==> config.mk <==
export PLATFORM = sky130hd
export DESIGN_NAME = s3_reg_master
export DESIGN_NICKNAME = d
export VERILOG_FILES = /design/src/rtl/s3_pkg.sv /design/src/rtl/s3_sck_gen.sv /design/src/rtl/s3_tx_shift.sv /design/src/rtl/s3_rx_shift.sv /design/src/rtl/s3_ctrl.sv /design/src/rtl/s3_reg_master.sv
export SDC_FILE = /design/constraint.sdc
export NUM_CORES = 1
export LEC_CHECK = 0
export ABC_AREA = 1
export BUFFER_PORTS_ARGS = -buffer_cell sky130_fd_sc_hd__buf_2
export CAP_MARGIN = 10
export CELL_PAD_IN_SITES_DETAIL_PLACEMENT = 1
export CELL_PAD_IN_SITES_GLOBAL_PLACEMENT = 1
export CORE_MARGIN = 2
export CORE_UTILIZATION = 40
export DETAILED_ROUTE_END_ITERATION = 8
export PLACE_DENSITY = 0.8
export SLEW_MARGIN = 15
export SYNTH_ARGS = -nofsm -noshare
export SYNTH_HDL_FRONTEND = slang
export SYNTH_HIERARCHICAL = 1
export SYNTH_SLANG_ARGS = --single-unit
==> constraint.sdc <==
create_clock -name clk -period 3.3 [get_ports clk]
set_input_delay 0.165 -clock clk [delete_from_list [all_inputs] [get_ports clk]]
set_output_delay 0.165 -clock clk [all_outputs]
set_load 0.005 [all_outputs]
==> src/rtl/s3_pkg.sv <==
package s3_pkg;

    typedef enum logic [2:0] {
        ST_IDLE,
        ST_LEAD,
        ST_SEND,
        ST_GAP,
        ST_RECV,
        ST_TAIL
    } s3_state_e;

    typedef struct packed {
        logic rise;
        logic fall;
    } sck_evt_t;

    localparam int unsigned TURN_CYCLES = 2;

    function automatic int unsigned hdr_bits(int unsigned aw);
        return 2 + aw;
    endfunction

    function automatic int unsigned frame_bits(int unsigned aw, int unsigned dw);
        return 2 + aw + dw;
    endfunction

endpackage

==> src/rtl/s3_sck_gen.sv <==
module s3_sck_gen
    import s3_pkg::*;
#(
    parameter int unsigned DIV_W = 4
) (
    input  logic             clk,
    input  logic             rst,
    input  logic             run_i,
    input  logic [DIV_W-1:0] div_i,
    output logic             sclk_o,
    output sck_evt_t         evt_o
);

    logic [DIV_W-1:0] cnt_q;
    logic [DIV_W-1:0] lim;
    logic             sclk_q;
    logic             tick;

    always_comb begin
        lim = (div_i == '0) ? '0 : div_i - 1'b1;
    end

    assign tick = run_i && (cnt_q == lim);

    always_ff @(posedge clk) begin
        if (rst || !run_i) begin
            cnt_q  <= '0;
            sclk_q <= 1'b0;
        end else if (tick) begin
            cnt_q  <= '0;
            sclk_q <= ~sclk_q;
        end else begin
            cnt_q  <= cnt_q + 1'b1;
        end
    end

    always_comb begin
        evt_o.rise = tick & ~sclk_q;
        evt_o.fall = tick & sclk_q;
    end

    assign sclk_o = sclk_q;

    // clock parks low once the transfer stops
    a_r1_sclk_parks_low: assert property (@(posedge clk) disable iff (rst)
        !run_i |=> !sclk_o);

    // the phase counter never passes its limit
    a_r7_phase_bound: assert property (@(posedge clk) disable iff (rst)
        run_i |-> (cnt_q <= lim));

endmodule

==> src/rtl/s3_tx_shift.sv <==
module s3_tx_shift #(
    parameter int unsigned W = 25
) (
    input  logic         clk,
    input  logic         rst,
    input  logic         load_i,
    input  logic         shift_i,
    input  logic [W-1:0] data_i,
    output logic         msb_o
);

    logic [W-1:0] sr_q;

    always_ff @(posedge clk) begin
        if (rst) begin
            sr_q <= '0;
        end else if (load_i) begin
            sr_q <= data_i;
        end else if (shift_i) begin
            sr_q <= {sr_q[W-2:0], 1'b0};
        end
    end

    assign msb_o = sr_q[W-1];

    // a load and a shift never coincide
    a_r4_load_shift_excl: assert property (@(posedge clk) disable iff (rst)
        !(load_i && shift_i));

endmodule

==> src/rtl/s3_rx_shift.sv <==
module s3_rx_shift #(
    parameter int unsigned W = 16
) (
    input  logic         clk,
    input  logic         rst,
    input  logic         en_i,
    input  logic         bit_i,
    input  logic         commit_i,
    output logic [W-1:0] data_o
);

    logic [W-1:0] sr_q;
    logic [W-1:0] hold_q;

    always_ff @(posedge clk) begin
        if (rst) begin
            sr_q   <= '0;
            hold_q <= '0;
        end else begin
            if (en_i) begin
                sr_q <= {sr_q[W-2:0], bit_i};
            end
            if (commit_i) begin
                hold_q <= sr_q;
            end
        end
    end

    assign data_o = hold_q;

    // result register changes only on a commit
    a_r9_rdata_hold: assert property (@(posedge clk) disable iff (rst)
        !commit_i |=> $stable(data_o));

endmodule

==> src/rtl/s3_ctrl.sv <==
module s3_ctrl
    import s3_pkg::*;
#(
    parameter int unsigned ADDR_W = 7,
    parameter int unsigned DATA_W = 16,
    parameter int unsigned DIV_W  = 4
) (
    input  logic             clk,
    input  logic             rst,
    input  logic             start_i,
    input  logic             rd_i,
    input  logic [DIV_W-1:0] div_i,
    input  sck_evt_t         evt_i,
    output logic             run_o,
    output logic [DIV_W-1:0] div_o,
    output logic             busy_o,
    output logic             done_o,
    output logic             cs_n_o,
    output logic             oe_o,
    output logic             tx_load_o,
    output logic             tx_shift_o,
    output logic             rx_en_o,
    output logic             rx_commit_o
);

    localparam int unsigned HB = hdr_bits(ADDR_W);
    localparam int unsigned FB = frame_bits(ADDR_W, DATA_W);
    localparam int unsigned CW = $clog2(FB + 1);

    s3_state_e        state_q;
    logic [CW-1:0]    cnt_q;
    logic             rd_q;
    logic [DIV_W-1:0] div_q;
    logic             cs_n_q;
    logic             oe_q;
    logic             done_q;
    logic             last;

    assign last = (cnt_q == '0);

    always_ff @(posedge clk) begin
        if (rst) begin
            state_q <= ST_IDLE;
            cnt_q   <= '0;
            rd_q    <= 1'b0;
            div_q   <= '0;
            cs_n_q  <= 1'b1;
            oe_q    <= 1'b0;
            done_q  <= 1'b0;
        end else begin
            done_q <= 1'b0;
            case (state_q)
                ST_IDLE: begin
                    if (start_i) begin
                        state_q <= ST_LEAD;
                        rd_q    <= rd_i;
                        div_q   <= div_i;
                    end
                end
                ST_LEAD: begin
                    if (evt_i.fall) begin
                        state_q <= ST_SEND;
                        cs_n_q  <= 1'b0;
                        oe_q    <= 1'b1;
                        cnt_q   <= rd_q ? CW'(HB - 1) : CW'(FB - 1);
                    end
                end
                ST_SEND: begin
                    if (evt_i.fall) begin
                        if (last) begin
                            oe_q <= 1'b0;
                            if (rd_q) begin
                                state_q <= ST_GAP;
                                cnt_q   <= CW'(TURN_CYCLES - 1);
                            end else begin
                                state_q <= ST_IDLE;
                                cs_n_q  <= 1'b1;
                                done_q  <= 1'b1;
                            end
                        end else begin
                            cnt_q <= cnt_q - 1'b1;
                        end
                    end
                end
                ST_GAP: begin
                    if (evt_i.fall) begin
                        if (last) begin
                            state_q <= ST_RECV;
                            cnt_q   <= CW'(DATA_W - 1);
                        end else begin
                            cnt_q <= cnt_q - 1'b1;
                        end
                    end
                end
                ST_RECV: begin
                    if (evt_i.fall) begin
                        if (last) begin
                            state_q <= ST_TAIL;
                        end else begin
                            cnt_q <= cnt_q - 1'b1;
                        end
                    end
                end
                ST_TAIL: begin
                    if (evt_i.fall) begin
                        state_q <= ST_IDLE;
                        cs_n_q  <= 1'b1;
                        done_q  <= 1'b1;
                    end
                end
                default: state_q <= ST_IDLE;
            endcase
        end
    end

    assign run_o       = (state_q != ST_IDLE);
    assign busy_o      = (state_q != ST_IDLE);
    assign div_o       = div_q;
    assign done_o      = done_q;
    assign cs_n_o      = cs_n_q;
    assign oe_o        = oe_q;
    assign tx_load_o   = (state_q == ST_IDLE) && start_i;
    assign tx_shift_o  = (state_q == ST_SEND) && evt_i.fall && !last;
    assign rx_en_o     = (state_q == ST_RECV) && evt_i.rise;
    assign rx_commit_o = (state_q == ST_TAIL) && evt_i.fall;

    // idle lines are quiet
    a_r1_idle_quiet: assert property (@(posedge clk) disable iff (rst)
        (state_q == ST_IDLE) |-> (cs_n_q && !oe_q));

    // select still high during the lead cycle
    a_r2_lead_cs_high: assert property (@(posedge clk) disable iff (rst)
        (state_q == ST_LEAD) |-> cs_n_q);

    // select rises only when the transfer ends
    a_r3_cs_rise_at_end: assert property (@(posedge clk) disable iff (rst)
        $rose(cs_n_q) |-> (done_q && state_q == ST_IDLE));

    // the line is driven only while selected
    a_r4_drive_selected: assert property (@(posedge clk) disable iff (rst)
        oe_q |-> !cs_n_q);

    // no drive during turnaround, reception or tail
    a_r5_listen_no_drive: assert property (@(posedge clk) disable iff (rst)
        (state_q == ST_GAP || state_q == ST_RECV || state_q == ST_TAIL) |-> !oe_q);

    // tail cycle only follows reception
    a_r6_tail_after_recv: assert property (@(posedge clk) disable iff (rst)
        (state_q == ST_TAIL) |-> ($past(state_q) == ST_RECV || $past(state_q) == ST_TAIL));

    // a strobe while busy leaves the latched request alone
    a_r8_busy_start_ignored: assert property (@(posedge clk) disable iff (rst)
        (state_q != ST_IDLE && start_i) |=> ($stable(rd_q) && $stable(div_q)));

    // done lasts one cycle and coincides with idle
    a_r9_done_single: assert property (@(posedge clk) disable iff (rst)
        done_q |=> !done_q);
    a_r9_done_idle: assert property (@(posedge clk) disable iff (rst)
        done_q |-> !busy_o);

endmodule

==> src/rtl/s3_reg_master.sv <==
module s3_reg_master
    import s3_pkg::*;
#(
    parameter int unsigned ADDR_W = 7,
    parameter int unsigned DATA_W = 16,
    parameter int unsigned DIV_W  = 4
) (
    input  logic              clk,
    input  logic              rst,
    input  logic              start_i,
    input  logic              rd_i,
    input  logic [ADDR_W-1:0] addr_i,
    input  logic [DATA_W-1:0] wdata_i,
    input  logic [DIV_W-1:0]  div_i,
    output logic              busy_o,
    output logic              done_o,
    output logic [DATA_W-1:0] rdata_o,
    output logic              sclk_o,
    output logic              cs_n_o,
    output logic              sd_o,
    output logic              sd_oe_o,
    input  logic              sd_i
);

    localparam int unsigned FB = frame_bits(ADDR_W, DATA_W);

    sck_evt_t         evt;
    logic             run;
    logic [DIV_W-1:0] div_q;
    logic             tx_load;
    logic             tx_shift;
    logic             rx_en;
    logic             rx_commit;
    logic [FB-1:0]    frame;

    always_comb begin
        frame = {1'b1, rd_i, addr_i, (rd_i ? {DATA_W{1'b0}} : wdata_i)};
    end

    s3_ctrl #(
        .ADDR_W (ADDR_W),
        .DATA_W (DATA_W),
        .DIV_W  (DIV_W)
    ) ctrl_i (
        .clk         (clk),
        .rst         (rst),
        .start_i     (start_i),
        .rd_i        (rd_i),
        .div_i       (div_i),
        .evt_i       (evt),
        .run_o       (run),
        .div_o       (div_q),
        .busy_o      (busy_o),
        .done_o      (done_o),
        .cs_n_o      (cs_n_o),
        .oe_o        (sd_oe_o),
        .tx_load_o   (tx_load),
        .tx_shift_o  (tx_shift),
        .rx_en_o     (rx_en),
        .rx_commit_o (rx_commit)
    );

    s3_sck_gen #(
        .DIV_W (DIV_W)
    ) sck_i (
        .clk    (clk),
        .rst    (rst),
        .run_i  (run),
        .div_i  (div_q),
        .sclk_o (sclk_o),
        .evt_o  (evt)
    );

    s3_tx_shift #(
        .W (FB)
    ) tx_i (
        .clk     (clk),
        .rst     (rst),
        .load_i  (tx_load),
        .shift_i (tx_shift),
        .data_i  (frame),
        .msb_o   (sd_o)
    );

    s3_rx_shift #(
        .W (DATA_W)
    ) rx_i (
        .clk      (clk),
        .rst      (rst),
        .en_i     (rx_en),
        .bit_i    (sd_i),
        .commit_i (rx_commit),
        .data_o   (rdata_o)
    );

endmodule

Word-level counts from Yosys, hierarchy flattened
Cells that the tools add are included.
- reduce and logical (&&, ||, !) cells: 23
- multiplexer cells: 39
- bitwise operators: 3
- equality and inequality tests: 18
- add/sub/neg operators: 3
- operators by type and width (operator ; number):
    25-bit two-way mux ; 2
    5-bit two-way mux ; 9
    3-bit two-way mux ; 9
    5-bit one-hot mux with 4 select lines ; 1
    3-bit one-hot mux with 6 select lines ; 1
    16-bit two-way mux ; 1
    2-bit by 1-bit != test with 1-bit output (second input constant) ; 8
    1-bit two-way mux ; 11
    9-bit AND reduction ; 1
    7-bit AND reduction ; 1
    3-bit by 2-bit equality test with 1-bit output (second input constant) ; 2
    3-bit equality test (second input constant) ; 2
    1-bit logical AND ; 6
    2-bit != test (second input constant) ; 3
    6-bit AND reduction ; 1
    3-bit nonzero test ; 2
    5-bit zero test ; 1
    5-bit by 1-bit subtractor with 5-bit output (second input constant) ; 1
    4-bit by 1-bit adder with 4-bit output (second input constant) ; 1
    4-bit equality test ; 1
    4-bit zero test ; 1
    4-bit two-way mux ; 1
    1-bit one-hot mux with 2 select lines ; 2
    4-bit AND reduction ; 1
    14 further kinds ; 17
- word-level logic and storage cells: 98
- register bits after elaboration: 78
- input bits: 32

Depth between registers and ports, before layout
- depth in word-level cells: 9
- depth in mapped cells: 18

Modules after synthesis
The synthesis kept the hierarchy.
- by module, submodules not included (module ; area an instance (um^2) ; cells each ; sequential area each (um^2) ; instances):
    s3_tx_shift ; 1318.8 ; 189 ; 500.5 ; 1
    s3_rx_shift ; 1271.2 ; 187 ; 640.6 ; 1
    s3_ctrl ; 1043.5 ; 170 ; 320.3 ; 1
    s3_sck_gen ; 365.4 ; 61 ; 100.1 ; 1
    s3_reg_master ; 157.7 ; 35 ; 0.0 ; 1

Least setup slack after synthesis
Ideal clock, no wire load.
- path kind: register to register
- from: register ctrl_i.state_q[1]
- to: register tx_i.sr_q[14]
- library setup time: 0.109 ns
- setup slack: 1.307 ns
- cell stages (with the launch flop): 17
- arrival time: 1.884 ns
- required time: 3.191 ns
- clock period less this slack: 1.993 ns
- cell sequence: dfxtp_1 > clkbuf_8 > nor2_4 > nand2_1 > buf_4 > nand2_1 > nor2_2 > nand4_1 > inv_1 > inv_1 > nor2_1 > buf_4 > buf_2 > nand3_1 > nand3_2 > nand2_1 > inv_1
- RTL lines (element ; RTL line ; source):
    start: declaration ; s3_ctrl.sv:30 ; s3_state_e state_q;
    start signal: assignment ; s3_ctrl.sv:43 ; state_q <= ST_IDLE;
    start signal: assignment ; s3_ctrl.sv:55 ; state_q <= ST_LEAD;
    start signal: assignment ; s3_ctrl.sv:62 ; state_q <= ST_SEND;
    end signal: assignment ; s3_tx_shift.sv:18 ; sr_q <= data_i;
    end signal: assignment ; s3_tx_shift.sv:20 ; sr_q <= {sr_q[W-2:0], 1'b0};
    end: declaration ; s3_tx_shift.sv:12 ; logic [W-1:0] sr_q;

==> out/metrics.csv <==
stage;metric;value;unit
clock_network;Setup Buffers After CTS;0;
critical_path;crit-path cells;inv_2, nand2_1, nand2_1, nor2_2, nand4_1, inv_1, inv_1, nor2_2, buf_4, nor2_8, nand2_1, nand3_1, nand2_1, inv_1;
critical_path;r2r setup slk;870;ps
critical_path;R2R cell count;14;
floorplanning;FP Rows;37;
layout;share of cells above drive strength 1;0.1756;
layout;most frequent cells in the layout;nand2_1 (202), nor2_1 (113), inv_1 (89);
timing;final clock period utilization by the worst path;0.7351;
logic_synthesis;Synthesized Nets;677;
layout;area grow syn2layout;10.39;%
drt;Total Wirelength;9640;um
floorplanning;Starting Density;0.4081;
floorplanning;DIE AREA;11220;um^2
global_routing;grt ovf;0;
placed_design;HPWL Detailed;6896;um
global_routing;largest net degree at the start of global routing;33;
clock_network;H-tree depth;3;
timing;worst setup margin;874.2;ps
logic_synthesis;Simple-Gate Fraction of Synth Area;0.4380;
logic_synthesis;Synth cell types;28;
timing;Max-slew headroom;0.3792;
layout;fill cell count;1402;
logic_synthesis;multiplexer share of the synthesized area;0;
clock_network;Max Buffers Root-to-Sink;2;
critical_path;Slowest-stage cell, CP;dfxtp_1;
min_path;WHS Path Cells;3;
clock_network;# hold bufs at CTS;0;
power;Leakage;2.371;nW
logic_synthesis;Compound-Gate Fraction of Synth Area;0.02679;
layout;Antenna Cells;0;
critical_path;critical path startpoint category;flop;
min_path;worst hold endpoint;ctrl_i/div_o[0];
drt;antenna violation net count after detailed routing;0;
critical_path;worst r2r src;ctrl_i/state_q[2];
logic_synthesis;yosys warns;6;
clock_network;CTS tree;yes;
logic_synthesis;xor-xnor portion of the synthesized cell area;0.006321;
drt;DR vias;3788;
global_routing;All-Layer GR Usage;0.1804;
timing;Max Slew Vio Count;0;
min_path;HP Start;div_i[0];
timing;final hold vios;0;
timing;highest clock frequency the design can meet;0.4122;GHz
timing;Worst Hold Slack;48.25;ps
clock_network;clk slew on worst S/H paths;80;ps
critical_path;CP arrival;2680;ps
power;pwr dens;667.5;nW/um^2
timing;minimum clock period;2426;ps
global_routing;first-pass GRT wire length;16410;um
logic_synthesis;mapped cell area;4156;um^2
floorplanning;Die W;105.9;um
layout;most common cell after layout, fill and taps aside;nand2_1;
critical_path;max incr delay on CP;520;ps
drt;# DRC;0;
drt;DR iter-0 viols;124;
run_status;status;completed;
clock_network;CTS sink cnt;78;
clock_network;CTS buffer count;9;
global_routing;vias in the first global route;3680;
power;worst vdd ir;0.2145;mV
clock_network;clk_lat worst skew;360;ps
clock_network;Root Buffer;clkbuf_8;
floorplanning;die height;105.9;um
drt;DR WL/cell;11.68;um
drt;via/cell ratio;4.592;
layout;nets;719;
min_path;Hold Path Class;in2reg;
run;max-cap violation count;0;
critical_path;worst-path fanout max;25;
logic_synthesis;Avg Synthesized Cell Area;6.474;um^2
critical_path;CP Class;reg2reg;
critical_path;CP most frequent cell;nand2_1;
timing;clk_skew;8.667;ps
drt;Detailed Routing Iterations Pass 1;4;
floorplanning;core area;10180;um^2
clock_network;post-cts resize count;0;
critical_path;Critical Path RT;3560;ps
floorplanning;# IOs;54;
timing;RSZ-0062 raised after global routing;false;
logic_synthesis;largest family of logic cells by synthesized area;simple AND/OR/NAND/NOR gates;
logic_synthesis;adder-cell share of the synthesized area;0.009031;
logic_synthesis;post-synthesis register bit count;78;
placed_design;routability cong.;0.8013;
critical_path;CP Capture Type;flop;
critical_path;worst r2r dst;tx_i/sr_q[3];
timing;worst slew pin tran;930.2;ps
logic_synthesis;sequential share of the synthesized area;0.3757;
placed_design;dpl ws;907.2;ps
logic_synthesis;Cells after Synth;642;
timing;TNS Setup;0;ps
placed_design;port bufs;53;
global_routing;antenna violations before repair;0;
timing;setup violators final;0;
==> power breakdown <==
part | internal, mW | switching, mW | leakage (nW)
clock | 0.352 | 0.377 | 0.0960
sequential | 1.07 | 0.113 | 0.634
combinational | 0.385 | 0.767 | 1.64
total | 1.81 | 1.26 | 2.37
==> Yosys cell counts <==
cell type | n | area share
a21oi_1 | 11 | 0.013
a21oi_2 | 3 | 0.0063
buf_12 | 1 | 0.0048
buf_2 | 10 | 0.012
buf_4 | 4 | 0.0072
buf_6 | 9 | 0.024
buf_8 | 2 | 0.0072
clkbuf_8 | 1 | 0.0033
conb_1 | 1 | 0.00090
dfxtp_1 | 78 | 0.38
ha_1 | 3 | 0.0090
inv_1 | 89 | 0.080
inv_2 | 2 | 0.0018
inv_6 | 1 | 0.0021
nand2_1 | 202 | 0.18
nand2_2 | 15 | 0.023
nand2_4 | 1 | 0.0027
nand3_1 | 58 | 0.070
nand3_2 | 10 | 0.024
nand3b_1 | 2 | 0.0036
nand4_1 | 2 | 0.0030
nor2_1 | 116 | 0.10
nor2_2 | 8 | 0.012
nor2_4 | 3 | 0.0081
nor2_8 | 1 | 0.0048
o21ai_0 | 6 | 0.0072
xnor2_1 | 1 | 0.0021
xor2_1 | 2 | 0.0042
==> cells by family (layout without fill, tap and decap cells) <==
group | count (synthesis) | in the layout
compound gates | 20 | 20
xor+xnor | 3 | 3
fa+ha+maj | 3 | 3
buf+inv | 119 | 166
flops | 78 | 78
other cells | 1 | 1
simple gates | 418 | 418
==> final cells by class <==
cell class,count,area (um^2),area share
Multi-Input combinational cell,445,2007,0.4374
Sequential cell,78,1562,0.3403
Inverter,92,350.3,0.07636
Timing Repair Buffer,58,302.8,0.06599
Tap cell,136,170.2,0.03709
Clock buffer,9,123.9,0.02700
Clock inverter,7,72.57,0.01582
==> worst max path at each step <==
stage                                 start            end  slack (ps)  cells after the start
after floorplan           ctrl_i/state_q[1]  tx_i/sr_q[14]        1310                     16
after global placement    ctrl_i/state_q[2]  tx_i/sr_q[24]        1060                     14
after detailed placement  ctrl_i/state_q[1]   tx_i/sr_q[3]         910                     14
after CTS                 ctrl_i/state_q[1]   tx_i/sr_q[3]         860                     14
after global routing      ctrl_i/state_q[2]   tx_i/sr_q[4]         590                     14
final                     ctrl_i/state_q[2]   tx_i/sr_q[3]         870                     14
==> registers in the layout (all words and copies together), names as in the netlist <==
register / count
ctrl_i/div_o: 4
rx_i/data_o: 16
sck_i/cnt_q: 4
ctrl_i/rd_q: 1
ctrl_i/cnt_q: 5
tx_i/sr_q: 25
ctrl_i/state_q: 3
ctrl_i/oe_o: 1
ctrl_i/done_o: 1
rx_i/sr_q: 16
ctrl_i/cs_n_o: 1
sck_i/sclk_o: 1
==> through the flow <==
stage	total power, mW	util	instance area, um^2	cells
after floorplan	2.153	-	4156	642
after global placement	2.295	0.4312	4392	809
after detailed placement	2.360	0.4312	4392	809
after CTS	3.108	0.4505	4588	825
after global routing	3.330	0.4505	4588	825
final	3.062	0.4505	4588	825
==> critical path, delay by kind of cell (launching register included) <==
kind / cells / cell delay (ps)
buffers and inverters: 5 / 770
and+or+nand+nor: 9 / 1020
DFF: 1 / 520
==> metal layers <==
layer | global-route usage | wire (um)
met1 | 0.2183 | 4467
met2 | 0.3129 | 4671
met3 | 0.04476 | 371
met5 | 0 | 0
met4 | 0.06015 | 130
(Power assumes the default switching activity.)
